<file path="config.mk">
export PLATFORM = sky130hd
export DESIGN_NAME = cop_handshake_seq
export DESIGN_NICKNAME = d
export VERILOG_FILES = /design/src/rtl/cpseq_pkg.sv /design/src/rtl/cpseq_addr_guard.sv /design/src/rtl/cpseq_busy_ctr.sv /design/src/rtl/cpseq_addr_gen.sv /design/src/rtl/cop_handshake_seq.sv
export SDC_FILE = /design/constraint.sdc
export NUM_CORES = 1
export LEC_CHECK = 0
export BUFFER_PORTS_ARGS = -buffer_cell sky130_fd_sc_hd__clkbuf_2
export CORE_MARGIN = 2
export CORE_UTILIZATION = 45
export DETAILED_ROUTE_END_ITERATION = 12
export PLACE_DENSITY = 0.85
export SLEW_MARGIN = 30
export SYNTH_ARGS = -nofsm -noshare
export SYNTH_HDL_FRONTEND = slang
export SYNTH_HIERARCHICAL = 1
export SYNTH_SLANG_ARGS = --single-unit
</file>
<file path="constraint.sdc">
create_clock -name clk -period 3.3 [get_ports clk]
set_input_delay 0.66 -clock clk [delete_from_list [all_inputs] [get_ports clk]]
set_output_delay 0.66 -clock clk [all_outputs]
set_load 0.02 [all_outputs]
</file>
<file path="src/rtl/cpseq_pkg.sv">
package cpseq_pkg;

  typedef enum logic [2:0] {
    PH_NONE  = 3'd0,
    PH_FIRST = 3'd1,
    PH_BUSY  = 3'd2,
    PH_INTR  = 3'd3,
    PH_DATA  = 3'd4
  } phase_e;

  typedef enum logic [1:0] {
    RSP_ACCEPT = 2'b00,
    RSP_BUSY   = 2'b01,
    RSP_CANT   = 2'b10,
    RSP_INC    = 2'b11
  } resp_e;

  typedef enum logic [2:0] {
    OP_INTERNAL = 3'd0,
    OP_PUT      = 3'd1,
    OP_GET      = 3'd2,
    OP_LOAD     = 3'd3,
    OP_STORE    = 3'd4
  } op_e;

  typedef enum logic [2:0] {
    ST_OK      = 3'd0,
    ST_UNDEF   = 3'd1,
    ST_ABORT   = 3'd2,
    ST_INTR    = 3'd3,
    ST_TIMEOUT = 3'd4
  } stat_e;

  typedef enum logic [2:0] {
    S_IDLE,
    S_ASK,
    S_XFER,
    S_BURST,
    S_INTR
  } state_e;

endpackage

</file>
<file path="src/rtl/cpseq_addr_guard.sv">
module cpseq_addr_guard #(
  parameter int AW         = 32,
  parameter int LEGAL_BITS = 26,
  parameter int VEC_BYTES  = 32
) (
  input  logic [AW-1:0] addr,
  input  logic          is_store,
  output logic          bad
);
  logic out_of_range;
  logic in_vectors;

  assign out_of_range = |(addr >> LEGAL_BITS);
  assign in_vectors   = (addr < AW'(VEC_BYTES));
  assign bad          = out_of_range || (is_store && in_vectors);
endmodule

</file>
<file path="src/rtl/cpseq_busy_ctr.sv">
module cpseq_busy_ctr #(
  parameter int LIMIT = 256
) (
  input  logic clk,
  input  logic rst,
  input  logic clr,
  input  logic bump,
  output logic at_limit
);
  localparam int CW = $clog2(LIMIT + 1);
  logic [CW-1:0] cnt;

  always_ff @(posedge clk) begin
    if (rst || clr) cnt <= '0;
    else if (bump)  cnt <= cnt + 1'b1;
  end

  assign at_limit = (cnt == CW'(LIMIT - 1));
endmodule

</file>
<file path="src/rtl/cpseq_addr_gen.sv">
module cpseq_addr_gen #(
  parameter int AW   = 32,
  parameter int STEP = 4
) (
  input  logic          clk,
  input  logic          rst,
  input  logic          load,
  input  logic [AW-1:0] load_val,
  input  logic          adv,
  output logic [AW-1:0] addr
);
  always_ff @(posedge clk) begin
    if (rst)       addr <= '0;
    else if (load) addr <= load_val;
    else if (adv)  addr <= addr + AW'(STEP);
  end
endmodule

</file>
<file path="src/rtl/cop_handshake_seq.sv">
module cop_handshake_seq
  import cpseq_pkg::*;
#(
  parameter int AW         = 32,
  parameter int DW         = 32,
  parameter int FLAG_W     = 4,
  parameter int LEGAL_BITS = 26,
  parameter int VEC_BYTES  = 32,
  parameter int BUSY_LIMIT = 256
) (
  input  logic          clk,
  input  logic          rst,
  input  logic          start,
  input  logic [2:0]    op,
  input  logic [AW-1:0] start_addr,
  input  logic [DW-1:0] src_data,
  input  logic [FLAG_W-1:0] flags_in,
  input  logic          int_pend,
  input  logic          mem_abort,
  output logic [2:0]    cp_phase,
  input  logic [1:0]    cp_resp,
  output logic [DW-1:0] cp_wdata,
  input  logic [DW-1:0] cp_rdata,
  output logic [AW-1:0] mem_addr,
  output logic          mem_rd,
  output logic          mem_wr,
  input  logic [DW-1:0] mem_rdata,
  output logic [DW-1:0] mem_wdata,
  output logic          done,
  output logic [2:0]    status,
  output logic [DW-1:0] rd_data
);
  localparam int WORD_BYTES = DW / 8;
  localparam int PAD_W      = DW - FLAG_W;

  state_e state;
  op_e    op_q;
  logic   first_q;
  logic   abort_seen;
  logic   addr_bad;
  logic   at_limit;
  logic   is_mem_op;
  resp_e  rsp;

  assign rsp       = resp_e'(cp_resp);
  assign is_mem_op = (op == 3'(OP_LOAD)) || (op == 3'(OP_STORE));

  cpseq_addr_guard #(.AW(AW), .LEGAL_BITS(LEGAL_BITS), .VEC_BYTES(VEC_BYTES)) u_guard (
    .addr     (start_addr),
    .is_store (op == 3'(OP_STORE)),
    .bad      (addr_bad)
  );

  cpseq_busy_ctr #(.LIMIT(BUSY_LIMIT)) u_busy (
    .clk      (clk),
    .rst      (rst),
    .clr      (state != S_ASK),
    .bump     (state == S_ASK && rsp == RSP_BUSY),
    .at_limit (at_limit)
  );

  cpseq_addr_gen #(.AW(AW), .STEP(WORD_BYTES)) u_agen (
    .clk      (clk),
    .rst      (rst),
    .load     (state == S_IDLE && start),
    .load_val (start_addr),
    .adv      (state == S_BURST && rsp == RSP_INC),
    .addr     (mem_addr)
  );

  always_ff @(posedge clk) begin
    if (rst) begin
      state      <= S_IDLE;
      op_q       <= OP_INTERNAL;
      first_q    <= 1'b0;
      abort_seen <= 1'b0;
      done       <= 1'b0;
      status     <= 3'(ST_OK);
      rd_data    <= '0;
    end else begin
      done <= 1'b0;
      unique case (state)
        S_IDLE: if (start) begin
          op_q       <= op_e'(op);
          abort_seen <= 1'b0;
          if (op > 3'(OP_STORE)) begin
            done <= 1'b1; status <= 3'(ST_UNDEF);
          end else if (is_mem_op && addr_bad) begin
            done <= 1'b1; status <= 3'(ST_ABORT);
          end else begin
            state   <= S_ASK;
            first_q <= 1'b1;
          end
        end
        S_ASK: begin
          first_q <= 1'b0;
          unique case (rsp)
            RSP_BUSY: begin
              if (int_pend) state <= S_INTR;
              else if (at_limit) begin
                state <= S_IDLE; done <= 1'b1; status <= 3'(ST_TIMEOUT);
              end
            end
            RSP_CANT: begin
              state <= S_IDLE; done <= 1'b1; status <= 3'(ST_UNDEF);
              if (op_q == OP_GET) rd_data <= {flags_in, {PAD_W{1'b0}}};
            end
            default: begin
              unique case (op_q)
                OP_PUT, OP_GET:    state <= S_XFER;
                OP_LOAD, OP_STORE: state <= S_BURST;
                default: begin
                  state <= S_IDLE; done <= 1'b1; status <= 3'(ST_OK);
                end
              endcase
            end
          endcase
        end
        S_XFER: begin
          if (op_q == OP_GET) rd_data <= cp_rdata;
          state <= S_IDLE; done <= 1'b1; status <= 3'(ST_OK);
        end
        S_BURST: begin
          if (mem_abort) abort_seen <= 1'b1;
          if (rsp != RSP_INC) begin
            state  <= S_IDLE;
            done   <= 1'b1;
            status <= (abort_seen || mem_abort) ? 3'(ST_ABORT) : 3'(ST_OK);
          end
        end
        S_INTR: begin
          state <= S_IDLE; done <= 1'b1; status <= 3'(ST_INTR);
        end
        default: state <= S_IDLE;
      endcase
    end
  end

  always_comb begin
    unique case (state)
      S_ASK:          cp_phase = first_q ? 3'(PH_FIRST) : 3'(PH_BUSY);
      S_XFER, S_BURST: cp_phase = 3'(PH_DATA);
      S_INTR:         cp_phase = 3'(PH_INTR);
      default:        cp_phase = 3'(PH_NONE);
    endcase
  end

  assign mem_rd    = (state == S_BURST) && (op_q == OP_LOAD);
  assign mem_wr    = (state == S_BURST) && (op_q == OP_STORE);
  assign mem_wdata = mem_wr ? cp_rdata : '0;

  always_comb begin
    if (state == S_XFER && op_q == OP_PUT) cp_wdata = src_data;
    else if (mem_rd)                        cp_wdata = mem_rdata;
    else                                    cp_wdata = '0;
  end
endmodule

</file>
; After elaboration in Yosys (flattened, before gate mapping)
; Index checks and enable logic that the tools add are counted.
[totals]
register_bits = 85
word_cells = 118
[op_classes]
mux = 46
eq_ne = 29
add_sub_neg = 2
order_cmp = 2
n_reduce_logical = 30
[op_table]
columns = op, n
row1 = two-way mux 32 bit, 8
row2 = one-hot mux 32 bit (2 select lines), 1
row3 = two-way mux 3 bit, 13
row4 = adder 32 x 3 -> 32 bit (second input constant), 1
row5 = less-than comparator 32 x 6 -> 1 bit (second input constant), 1
row6 = one-hot mux 3 bit (3 select lines), 2
row7 = == test 3 x 2 -> 1 bit (second input constant), 5
row8 = one-hot mux 3 bit (5 select lines), 1
row9 = two-way mux 1 bit, 12
row10 = != test 2 bit (second input constant), 6
row11 = one-hot mux 3 bit (2 select lines), 2
row12 = adder 9 x 1 -> 9 bit (second input constant), 1
row13 = == test 3 bit (second input constant), 3
row14 = == test 9 x 8 -> 1 bit (second input constant), 1
row15 = logical AND 1 bit, 8
row16 = AND reduction 4 bit, 2
row17 = nonzero test 2 bit, 4
row18 = OR reduction 2 bit, 4
row19 = AND reduction 7 bit, 1
row20 = == test 3 x 1 -> 1 bit (second input constant), 2
row21 = != test 2 x 1 -> 1 bit (second input constant), 3
row22 = != test 3 x 1 -> 1 bit (second input constant), 2
row23 = != test 3 bit (second input constant), 2
row24 = one-hot mux 1 bit (2 select lines), 3
row25 = other kinds (16), 21

; Depth between registers and ports, before layout
[logic_depth]
ltp_word = 8
depth_mapped = 10
ltp_nobuf = 9

; Hierarchy
; The synthesis kept the hierarchy.
[by_module_without_submodules]
columns = module, area_per_inst_um2, instances, cells_per_inst
row1 = cop_handshake_seq, 2519.9, 1, 303
row2 = cpseq_addr_gen, 1893.1, 1, 234
row3 = cpseq_busy_ctr, 401.6, 1, 45
row4 = cpseq_addr_guard, 73.8, 1, 11

; Worst setup path before layout
; No wires, ideal clock.
[synth_timing]
path_type = flip-flop to flip-flop
from = register state[1]
to = register u_agen.addr[28]
setup_slack_ns = 0.910
required_time_ns = 3.209
setup_time_ns = 0.091
n_path_buf = 3
period_less_slack_ns = 2.390
arrival_ns = 2.299
stages_incl_launch_ff = 10
path_cell_list = dfxtp_1 buf_2 buf_1 nand3_1 inv_1 buf_2 nand4_1 or2_2 or4_1 a311oi_1
[synth_between]
elab_chain_len = 3
word_cells_on_any_way = 6
cone_classes = 1 x eq/ne / 1 x mux / 4 x reduce/logical
[synth_lines]
columns = element, line_no
row1 = start: declaration, cop_handshake_seq.sv:36  ; state_e state;
row2 = start signal: assignment, cop_handshake_seq.sv:73  ; state <= S_IDLE;
row3 = start signal: assignment, cop_handshake_seq.sv:91  ; state <= S_ASK;
row4 = start signal: assignment, cop_handshake_seq.sv:99  ; if (int_pend) state <= S_INTR;
row5 = == test 3 x 2 -> 1 bit / zero test 3 bit (equally long branches), "cop_handshake_seq.sv:67, cop_handshake_seq.sv:65"
row6 = "logical AND 1 bit, on equally long branches", "cop_handshake_seq.sv:67, cop_handshake_seq.sv:65"
row7 = nonzero test 2 bit (no line) / two-way mux 32 bit (equally long branches), -
row8 = end signal: assignment, cpseq_addr_gen.sv:14  ; else if (load) addr <= load_val;
row9 = end signal: assignment, cpseq_addr_gen.sv:15  ; else if (adv) addr <= addr + AW'(STEP);
row10 = end: declaration, cpseq_addr_gen.sv:10  ; output logic [AW-1:0] addr
; Parallel ways exist; a longest one is shown, timed or not.
; A chain may end at the register's enable or synchronous reset.

; Worst setup path in the final report
[layout_timing]
from = register state[0]
to = output cp_wdata[4]
[layout_between]
elab_chain_len = 4
word_cells_on_any_way = 6
cone_classes = 2 x eq/ne / 2 x mux / 2 x reduce/logical
[layout_lines]
columns = element, line_no
row1 = == test 3 x 2 -> 1 bit, cop_handshake_seq.sv:148  ; assign mem_rd = (state == S_BURST) && (op_q == OP_LOAD);
row2 = logical AND 1 bit, cop_handshake_seq.sv:148
row3 = two-way mux 32 bit, cop_handshake_seq.sv:154  ; else if (mem_rd) cp_wdata = mem_rdata;
row4 = two-way mux 32 bit (*), cop_handshake_seq.sv:153  ; if (state == S_XFER && op_q == OP_PUT) cp_wdata = src_data;
row5 = end: declaration, cop_handshake_seq.sv:22  ; output logic [DW-1:0] cp_wdata,
; Every way passes the cells marked *; elsewhere a longest branch is shown, timed or not.

==> results.json <==
{
  "worst_pin_slew_ns": 0.697,
  "worstPathArrival_ns": 2.37,
  "fin_util_pct": 61.6,
  "start_util_pct": 45.7,
  "cts_tree": "yes",
  "drtIter0Drc": 489,
  "placed_area_sq_um": 6360,
  "grt_pass1_wl_mm": 25.3,
  "clk_pin_slew_worst_paths_ns": 0.09,
  "area_delta_synth_final_pct": 34.8,
  "netSwitchingFraction_pct": 31.8,
  "root_buffer": "clkbuf_8",
  "ir_drop_mv": 0.232,
  "synth_flop_cell": "dfxtp_1",
  "first_pass_iters": 8,
  "hp-class": "reg2reg",
  "synthCells": 593,
  "fmax_mhz": 330,
  "setup_tns_ns": 0,
  "p_sw_mw": 0.794,
  "gp_congestion": 0.931,
  "groute.usage.overall_pct": 27.9,
  "routed_via_density": 5.72,
  "yosysWarnings": 6,
  "synth_common_cells": "dfxtp_1 (85), nor2_1 (79), and2_1 (37), nand2_1 (35), a22o_1 (32)",
  "min_from": "u_busy/cnt[8]",
  "maxCapViolCount": 0,
  "period_needed_ns": 3.03,
  "cts_hold_buf": 0,
  "fillers": 993,
  "grt_pass1_vias": 4950,
  "ant_nets": 0,
  "cts_made_buffers": 9,
  "row_count": 38,
  "overflow": 0,
  "status": "finished, final reports clean",
  "yosys.area.top_type": "dfxtp_1",
  "synth_nets": 741,
  "setup_violations": 0,
  "crit_type": "reg2out",
  "power.density_nw_per_um2": 379,
  "power.internal_mw": 1.70,
  "cp-start-kind": "flop",
  "hold_end": "u_busy/cnt[8]",
  "clk_latency_ns": 0.35,
  "clk_path_buf_depth": 2,
  "die_w_microns": 108,
  "yosysSeqAreaShare_pct": 34.8,
  "htreeDepth": 3,
  "reg2reg_to": "u_agen/addr[18]",
  "stdcell_area_sq_um": 6590,
  "async_reset_ff_share_pct": 0,
  "ios": 279,
  "reg2regPathDepth": 7,
  "antenna_found_initial": 5,
  "post_cts_resized": 0,
  "wire_per_inst_microns": 17.2,
  "synth_area_per_cell_sq_um": 8.24,
  "reg2reg_slack_ns": 0.50,
  "required_ns": 2.64,
  "combPwrFrac_pct": 20.9,
  "dieHeight_microns": 108,
  "drc": 0,
  "drt_wl_total_mm": 17.2,
  "cts_num_sinks": 85,
  "dieArea_sq_um": 11700,
  "yosysMostFrequentCell": "dfxtp_1",
  "syn_area_sq_um": 4890,
  "p_clk_share_pct": 32.2,
  "drive_above_1_share_pct": 37.8,
  "crit_fanout": 32,
  "cp-end-kind": "output port",
  "leakagePower_nw": 2.98,
  "ys_types": 69,
  "nNetsFinal": 1002,
  "grt_max_degree": 44,
  "seqPwrFrac_pct": 46.9,
  "yosys.area.top_type_share_pct": 34.8,
  "synth_area_leaders": "dfxtp_1 (35%), nor2_1 (6.1%), a22o_1 (5.7%)",
  "ys_seq_elements": 85,
  "rsz0062_at_grt": "no",
  "r2r-start": "state[0]",
  "hold_viol_final": 0,
  "postCtsSetupBuffers": 0,
  "timing.final.crit_share_pct": 91.8,
  "io_buffers": 278,
  "relSlewSlack_pct": 53.1,
  "slew_violations": 0,
  "vias": 5734,
  "dp_hpwl_mm": 13.4,
  "worstHoldPathCells": 2,
  "synth-edff-count": 0,
  "clock-skew-final_ns": 0.0124,
  "core_area_sq_um": 10700
}
==> power groups by stage <==
stage | logic (mW) | registers, mW | clock network, mW
CTS | 0.516 | 1.17 | 0.816
floorplan | 0.251 | 1.23 | 0
global placement | 0.504 | 1.19 | 0
global route | 0.564 | 1.18 | 0.863
detailed placement | 0.512 | 1.19 | 0
finish | 0.522 | 1.17 | 0.805
==> worst max-delay path, cell delays in order (launching register included) <==
cell and delay [ns]:
dfxtp_1 0.45, nor2_2 0.32, nand2_2 0.22, nor4b_4 0.25, buf_4 0.34, a22o_1 0.24
clkbuf_2 0.19
==> registers in the layout, indices dropped and copies added, names as in the netlist <==
register     count
u_busy/cnt       9
op_q             3
first_q          1
abort_seen       1
rd_data         32
status           3
done             1
u_agen/addr     32
state            3
==> worst max path at each step <==
stage | cells after the start | slack, ns | startpoint | end
3_3_place_gp | 10 | 0.56 | op[2] | status[0]
6_report | 6 | 0.27 | state[0] | cp_wdata[4]
2_1_floorplan | 9 | 0.91 | state[1] | u_agen/addr[28]
3_5_place_dp | 10 | 0.35 | op[2] | status[1]
5_1_grt | 6 | 0.10 | state[0] | cp_wdata[4]
4_1_cts | 6 | 0.28 | state[0] | cp_wdata[31]
==> layout make-up <==
type                    count  area, sq um  share of cell area (%)
clock inverters             5         66.3                    1.01
multi-input cells         452         2940                    44.6
well taps                 140          175                    2.66
inverters                  15         56.3                   0.854
clock buffers              11          151                    2.30
diodes                      4         10.0                   0.152
flip-flops and latches     85         1700                    25.8
repair buffers            291         1490                    22.6
==> per-layer routing <==
layer  up-vias  GRT usage (%)  part of all wire [%]
met1      2650           32.2                    37
met2       304           48.1                    50
met4         0           12.8                   2.9
met3        36           7.59                   9.4
met5         -              0                     0
li1       2744              -                     -
==> stage by stage <==
step                std cells  hold WS [ns]  worst slack (ns)  power (mW)
finish                   1003         0.494             0.272        2.50
global route             1002         0.505             0.105        2.61
CTS                       999         0.497             0.278        2.50
detailed placement        983         0.485             0.353        1.70
global placement          983         0.474             0.556        1.69
floorplan                 593         0.458             0.910        1.48
==> placed cells by master (no fill, tap or decap), types with 10 or more instances in the layout <==
cell / netlist / final
a21oi_1: 23 / 23
clkbuf_2: 0 / 278
and2_1: 37 / 37
dfxtp_1: 85 / 85
or3_1: 10 / 10
a22o_1: 32 / 32
inv_1: 15 / 15
a311oi_1: 11 / 11
nand2b_1: 11 / 11
a22oi_1: 28 / 28
nand3_1: 17 / 17
buf_4: 1 / 13
o21ai_0: 12 / 12
clkbuf_8: 0 / 11
a211oi_1: 12 / 12
nor4_1: 14 / 14
xor2_1: 10 / 10
nand2_1: 35 / 35
nor2_1: 79 / 78
nand4_1: 22 / 22
==> cells by family after synthesis <==
group	after synthesis	share of synthesized area (%)
XOR/XNOR	14	2.51
multiplexers	7	1.43
AO/OA/AOI/OAI	154	24.0
AND/OR/NAND/NOR	271	30.6
adder cells (fa/ha/maj)	6	1.54
buffers and inverters	56	5.09
flip-flops	85	34.8
No activity file was read; power rests on OpenSTA's default activity.
